File: config.mk
export PLATFORM = sky130hd
export DESIGN_NAME = spi_mem_bridge
export DESIGN_NICKNAME = d
export VERILOG_FILES = /design/src/rtl/spi_mem_bridge_pkg.sv /design/src/rtl/spi_in_sync.sv /design/src/rtl/spi_bridge_core.sv /design/src/rtl/spi_mem_bridge.sv
export SDC_FILE = /design/constraint.sdc
export NUM_CORES = 1
export LEC_CHECK = 0
export BUFFER_PORTS_ARGS = -buffer_cell sky130_fd_sc_hd__buf_2
export CAP_MARGIN = 15
export CELL_PAD_IN_SITES_DETAIL_PLACEMENT = 1
export CELL_PAD_IN_SITES_GLOBAL_PLACEMENT = 1
export CORE_MARGIN = 5
export CORE_UTILIZATION = 45
export CTS_BUF_LIST = sky130_fd_sc_hd__clkbuf_16
export CTS_CLUSTER_SIZE = 30
export DETAILED_ROUTE_END_ITERATION = 10
export GPL_ROUTABILITY_DRIVEN = 0
export PLACE_DENSITY_LB_ADDON = 0.3
export SYNTH_ARGS = -nofsm -noshare
export SYNTH_HDL_FRONTEND = slang
export SYNTH_HIERARCHICAL = 1
export SYNTH_SLANG_ARGS = --single-unit
File: constraint.sdc
create_clock -name clk -period 2.9 [get_ports clk]
set_input_delay 0 -clock clk [delete_from_list [all_inputs] [get_ports clk]]
set_output_delay 0 -clock clk [all_outputs]
set_load 0.1 [all_outputs]
File: src/rtl/spi_mem_bridge_pkg.sv
package spi_mem_bridge_pkg;

    typedef enum logic [2:0] {
        ST_CMD,
        ST_ADDR,
        ST_DUMMY,
        ST_WDATA,
        ST_RDATA,
        ST_SKIP
    } bridge_state_e;

    localparam logic [7:0] OP_WRITE = 8'h02;
    localparam logic [7:0] OP_READ  = 8'h03;

endpackage

File: src/rtl/spi_in_sync.sv
module spi_in_sync #(
    parameter int STAGES = 2
) (
    input  logic clk,
    input  logic rst_n,
    input  logic sck_i,
    input  logic cs_n_i,
    input  logic mosi_i,
    output logic sck_rise,
    output logic sck_fall,
    output logic cs_n_o,
    output logic mosi_o
);

    typedef struct packed {
        logic [STAGES-1:0] sck;
        logic [STAGES-1:0] cs_n;
        logic [STAGES-1:0] mosi;
        logic              sck_last;
    } sync_t;

    sync_t d, q;

    always_comb begin
        d          = q;
        d.sck      = {q.sck[STAGES-2:0], sck_i};
        d.cs_n     = {q.cs_n[STAGES-2:0], cs_n_i};
        d.mosi     = {q.mosi[STAGES-2:0], mosi_i};
        d.sck_last = q.sck[STAGES-1];
    end

    always_ff @(posedge clk or negedge rst_n) begin
        if (!rst_n) begin
            q.sck      <= '0;
            q.cs_n     <= '1;
            q.mosi     <= '0;
            q.sck_last <= 1'b0;
        end else begin
            q <= d;
        end
    end

    assign sck_rise = q.sck[STAGES-1] & ~q.sck_last;
    assign sck_fall = ~q.sck[STAGES-1] & q.sck_last;
    assign cs_n_o   = q.cs_n[STAGES-1];
    assign mosi_o   = q.mosi[STAGES-1];

endmodule

File: src/rtl/spi_bridge_core.sv
module spi_bridge_core
    import spi_mem_bridge_pkg::*;
#(
    parameter int ADDR_BYTES = 3,
    localparam int ADDR_W    = 8 * ADDR_BYTES
) (
    input  logic              clk,
    input  logic              rst_n,
    input  logic              sck_rise,
    input  logic              sck_fall,
    input  logic              cs_n,
    input  logic              mosi,
    output logic              miso,
    output logic              miso_oe,
    output logic              mem_req,
    output logic              mem_we,
    output logic [ADDR_W-1:0] mem_addr,
    output logic [7:0]        mem_wdata,
    input  logic              mem_ack,
    input  logic [7:0]        mem_rdata
);

    localparam int ACNT_W = $clog2(ADDR_BYTES + 1);

    typedef struct packed {
        bridge_state_e     state;
        logic [2:0]        bit_cnt;
        logic [6:0]        rx_sh;
        logic [7:0]        tx_sh;
        logic [7:0]        rd_buf;
        logic [ACNT_W-1:0] abyte_cnt;
        logic [ADDR_W-1:0] addr;
        logic              req;
        logic              we;
        logic [7:0]        wdata;
    } core_t;

    core_t d, q;
    logic [7:0] rx_byte;
    logic       byte_done;

    always_comb begin
        d         = q;
        rx_byte   = {q.rx_sh, mosi};
        byte_done = sck_rise && (q.bit_cnt == 3'd7);

        // completed bus beat: step the address, keep fetched data
        if (q.req && mem_ack) begin
            d.req  = 1'b0;
            d.addr = q.addr + ADDR_W'(1);
            if (!q.we) begin
                d.rd_buf = mem_rdata;
            end
        end

        if (cs_n) begin
            d.state     = ST_CMD;
            d.bit_cnt   = '0;
            d.abyte_cnt = '0;
            d.tx_sh     = '0;
        end else begin
            // no shift on the falling edge that follows a byte load
            if (sck_fall && (q.bit_cnt != 3'd0) && (q.state == ST_RDATA)) begin
                d.tx_sh = {q.tx_sh[6:0], 1'b0};
            end
            if (sck_rise) begin
                d.rx_sh   = rx_byte[6:0];
                d.bit_cnt = q.bit_cnt + 3'd1;
            end
            if (byte_done) begin
                unique case (q.state)
                    ST_CMD: begin
                        d.abyte_cnt = '0;
                        if (rx_byte == OP_WRITE) begin
                            d.state = ST_ADDR;
                            d.we    = 1'b1;
                        end else if (rx_byte == OP_READ) begin
                            d.state = ST_ADDR;
                            d.we    = 1'b0;
                        end else begin
                            d.state = ST_SKIP;
                        end
                    end
                    ST_ADDR: begin
                        d.addr      = (q.addr << 8) | ADDR_W'(rx_byte);
                        d.abyte_cnt = q.abyte_cnt + ACNT_W'(1);
                        if (q.abyte_cnt == ACNT_W'(ADDR_BYTES - 1)) begin
                            if (q.we) begin
                                d.state = ST_WDATA;
                            end else begin
                                d.state = ST_DUMMY;
                                d.req   = 1'b1;
                            end
                        end
                    end
                    ST_DUMMY, ST_RDATA: begin
                        d.tx_sh = q.rd_buf;
                        d.state = ST_RDATA;
                        d.req   = 1'b1;
                    end
                    ST_WDATA: begin
                        d.wdata = rx_byte;
                        d.req   = 1'b1;
                    end
                    default: ;
                endcase
            end
        end
    end

    always_ff @(posedge clk or negedge rst_n) begin
        if (!rst_n) begin
            q.state     <= ST_CMD;
            q.bit_cnt   <= '0;
            q.rx_sh     <= '0;
            q.tx_sh     <= '0;
            q.rd_buf    <= '0;
            q.abyte_cnt <= '0;
            q.addr      <= '0;
            q.req       <= 1'b0;
            q.we        <= 1'b0;
            q.wdata     <= '0;
        end else begin
            q <= d;
        end
    end

    assign miso_oe   = (q.state == ST_RDATA) && !cs_n;
    assign miso      = q.tx_sh[7] & miso_oe;
    assign mem_req   = q.req;
    assign mem_we    = q.we;
    assign mem_addr  = q.addr;
    assign mem_wdata = q.wdata;

endmodule

File: src/rtl/spi_mem_bridge.sv
module spi_mem_bridge #(
    parameter int ADDR_BYTES  = 3,
    parameter int SYNC_STAGES = 2,
    localparam int ADDR_W     = 8 * ADDR_BYTES
) (
    input  logic              clk,
    input  logic              rst_n,
    input  logic              spi_sck,
    input  logic              spi_cs_n,
    input  logic              spi_mosi,
    output logic              spi_miso,
    output logic              spi_miso_oe,
    output logic              mem_req,
    output logic              mem_we,
    output logic [ADDR_W-1:0] mem_addr,
    output logic [7:0]        mem_wdata,
    input  logic              mem_ack,
    input  logic [7:0]        mem_rdata
);

    logic sck_rise, sck_fall, cs_n_s, mosi_s;

    spi_in_sync #(.STAGES(SYNC_STAGES)) u_sync (
        .clk      (clk),
        .rst_n    (rst_n),
        .sck_i    (spi_sck),
        .cs_n_i   (spi_cs_n),
        .mosi_i   (spi_mosi),
        .sck_rise (sck_rise),
        .sck_fall (sck_fall),
        .cs_n_o   (cs_n_s),
        .mosi_o   (mosi_s)
    );

    spi_bridge_core #(.ADDR_BYTES(ADDR_BYTES)) u_core (
        .clk       (clk),
        .rst_n     (rst_n),
        .sck_rise  (sck_rise),
        .sck_fall  (sck_fall),
        .cs_n      (cs_n_s),
        .mosi      (mosi_s),
        .miso      (spi_miso),
        .miso_oe   (spi_miso_oe),
        .mem_req   (mem_req),
        .mem_we    (mem_we),
        .mem_addr  (mem_addr),
        .mem_wdata (mem_wdata),
        .mem_ack   (mem_ack),
        .mem_rdata (mem_rdata)
    );

endmodule

==> metrics.md <==
| Metric | Value |
|---|---|
| Met2 routed WL | `approximately 4.4 mm` |
| Sequential power share | `between 40 and 50%` |
| HPWL Detailed | `5.51 mm` |
| # rows | `33` |
| Max-cap violations | `0` |
| Fmax | `approximately 440 MHz` |
| Layout area overhead | `16.3%` |
| Setup Crit Path Kind | `flop to flop` |
| Layout Skew | `about 0.0096 ns` |
| Crit path launch type | `flop` |
| Dominant synthesized flop cell | `dfrtp_1` |
| Synth Warn # | `6` |
| Core Area | `between 0.008 and 0.009 mm^2` |
| Gr ovfl total | `0` |
| Final WS setup | `0.635 ns` |
| Setup WS pre-CTS | `roughly 0.66 ns` |
| Pint | `0.00196 W` |
| VDD IR max | `approximately 0.00034 V` |
| H-tree levels | `3` |
| Register area share after synthesis | `between 40 and 50%` |
| Die height | `~100 um` |
| Hold WC Path Type | `primary input to flop` |
| Combinational group share of total power | `~4.6%` |
| Pwr dens | `roughly 590 mW/mm^2` |
| Routed WL | `between 8 and 9 mm` |
| Switching portion of total power | `a little over a fifth` |
| Worst hold margin | `roughly 0.039 ns` |
| Root Buffer | `clkbuf_16` |
| Clock share of power | `about half` |
| CTS Sinks | `72` |
| Routed met1 length | `3.86 mm` |
| Initial antenna violation count | `0` |
| 1st-pass router iterations | `4` |
| Finished Layout Cells | `between 400 and 500` |
| Run status | `finished clean` |
| WP buf/inv | `0` |
| CP max stage delay | `between 0.6 and 0.7 ns` |
| CP Cell Sequence | `ha_1, nand4_1, or4_1, or3_1, a31oi_1` |
| Fillcell total | `approximately 900` |
| Die ar. | `between 0.01 and 0.015 mm^2` |
| Fin Setup TNS | `0 ns` |
| WL met3 | `338 um` |
| Drt wl/cell | `17.7 um` |
| Syn Std Cell Area | `around 0.0037 mm^2` |
| Post-synth EDFFs | `0` |
| Synth cell types | `45` |
| Finish-stage setup viols | `0` |
| Slew HR | `a little under half` |
| Switching power | `around 0.00055 W` |
| CTS Buf Count | `9` |
| Synth Instances | `355` |
| Async set-reset flop share out of synthesis | `100%` |
| Fin. Hold Viols | `0` |
| Syn_nets | `374` |
| Clock Latency Late Sink | `0.34 ns` |
| CTS tree | `done` |
| Port Buffers | `49` |
| Leak pwr | `approximately 1.9 nW` |
| Synth Area per Inst | `~10 um^2` |
| Layout Nets | `between 400 and 500` |
| Pins Over Slew Limit | `0` |
| Synth Register Bits | `between 70 and 80` |
| Gr usage total | `between 10% and 20%` |
| Commonest cells after routing, fill and taps aside | `70 x dfrtp_1, 49 x buf_2, 27 x nand2_1, 23 x nor2_1, 23 x mux2_2` |
| Crit path DAT | `between 2 and 3 ns` |
| Initial DRC count | `between 100 and 150` |
| Critical path's slowest cell | `or4_1` |
| Vias post-DR | `around 2.8k` |
| DRC violations left | `0` |
| Clk pin slew, worst setup/hold paths | `about 0.06 ns` |
| CP endpoint kind | `flop` |
| Cell family with most CP delay | `simple AND/OR/NAND/NOR gates` |
| Die X | `approximately 100 um` |
| Tcrit/Tclk final | `between 70% and 80%` |
| RSZ-0062 raised after global routing | `false` |
| First-pass GRT wire length | `14.4 mm` |
| I/O pins | `50` |
| Worst-Margin Slew | `0.819 ns` |
| Starting Density | `45.4%` |
| Share of cells above drive strength 1 | `a little over a quarter` |
| Highest Signal Layer | `met4` |
| Post-DRT Antenna Nets | `0` |
| Longest Clk Path Bufs | `2` |
| Largest net degree at the start of global routing | `between 70 and 80` |
| Placed Cells | `466` |
| Crit-path max FO | `9` |
| Post-CTS Setup Inserts | `0` |
| Vias in the first global route | `just under 3k` |
| Vias/cell | `between 5 and 6` |
| Most common cell after layout, fill and taps aside | `dfrtp_1` |
| Data required, critical path | `3.15 ns` |
| Ant. Diodes | `0` |
| Min cycle time layout | `around 2.3 ns` |
-- cell usage after synthesis, drive strengths merged, types with 11 or more instances --
library cell,count,area (um^2)
buf,33,245
clkbuf,15,56.3
dfrtp,70,1750
mux2i,11,110
mux2,23,259
nand4,12,81.3
nand2,27,101
or3,13,85.1
o21ai,21,105
nor2,23,86.3
nand3,11,55.1
-- area by class of cell --
class | instances | area, um^2 | share of cell area, %
flip-flops and latches | 72 | 1800 | 42.2
multi-input cells | 225 | 1540 | 36.0
clock buffers | 9 | 225 | 5.27
well taps | 105 | 131 | 3.07
inverters | 10 | 37.5 | 0.878
repair buffers | 66 | 415 | 9.72
clock inverters | 7 | 120 | 2.81
-- routing by layer --
layer	up-vias	GRT usage, %
met1	1418	23.0
met4	0	8.60
met5	-	0
li1	1308	-
met3	17	2.85
met2	58	30.7
-- timing repair --
action,CTS,global route
hold buffers,12,0
endpoints found under the hold margin,81,0
resized for setup,0,0
-- final timing paths --
check | from | cells after the start | slack, ns | endpoint
worst max register to register | u_core/mem_addr[1]$_DFF_PN0_ | 5 | 0.64 | u_core/mem_addr[20]$_DFF_PN0_
min in group asynchronous | rst_n | 3 | 0.22 | u_core/mem_addr[17]$_DFF_PN0_
worst min-delay path | mem_ack | 3 | 0.04 | u_core/mem_req$_DFF_PN0_
worst min register to register | u_sync/d[6]$_DFF_PN0_ | 0 | 0.35 | u_sync/d[0]$_DFF_PN0_
worst max-delay path | u_core/mem_addr[1]$_DFF_PN0_ | 5 | 0.64 | u_core/mem_addr[20]$_DFF_PN0_
max in group asynchronous | rst_n | 3 | 2.30 | u_sync/cs_n_o$_DFF_PN1_
-- power by group through the flow --
stage,registers (W),clock network [W],logic [W]
global placement,0.00112,0,0.0000981
CTS,0.00111,0.00131,0.000118
finish,0.00111,0.00128,0.000114
floorplan,0.00111,0,0.0000625
detailed placement,0.00113,0,0.000102
global route,0.00112,0.00135,0.000133
-- sequential cells by signal, indices dropped and copies added (netlist names) --
signal and cells:
u_core/q 31, u_sync/cs_n_o 1, u_sync/mosi_o 1, u_core/mem_addr 24, u_core/mem_wdata 8, u_core/mem_req 1, u_sync/q 1, u_core/mem_we 1
u_sync/d 4
-- tightest hold or removal path, stage by stage --
cell     delay [ns]
buf_2          0.15
inv_1          0.06
a221o_1        0.12
-- kinds of logic (layout without fill, tap and decap cells) --
group | after synthesis | in the layout | synth area share, %
AOI/OAI and AO/OA | 56 | 56 | 9.61
xor gates and xnor gates | 13 | 13 | 3.10
adders and majority gates | 5 | 5 | 1.70
buffers and inverters | 58 | 92 | 9.23
DFF | 72 | 72 | 49.1
muxes | 34 | 34 | 10.0
and+or+nand+nor | 117 | 117 | 17.2
-- metrics by stage --
stage               total power [W]  utilization, %  cell area [um^2]
floorplan                   0.00117               -              3680
global placement            0.00122            47.1              3810
detailed placement          0.00123            47.1              3810
CTS                         0.00254            52.8              4270
global route                0.00260            52.8              4270
finish                      0.00251            52.8              4270
Note: power is estimated with default switching activity, not from simulation.
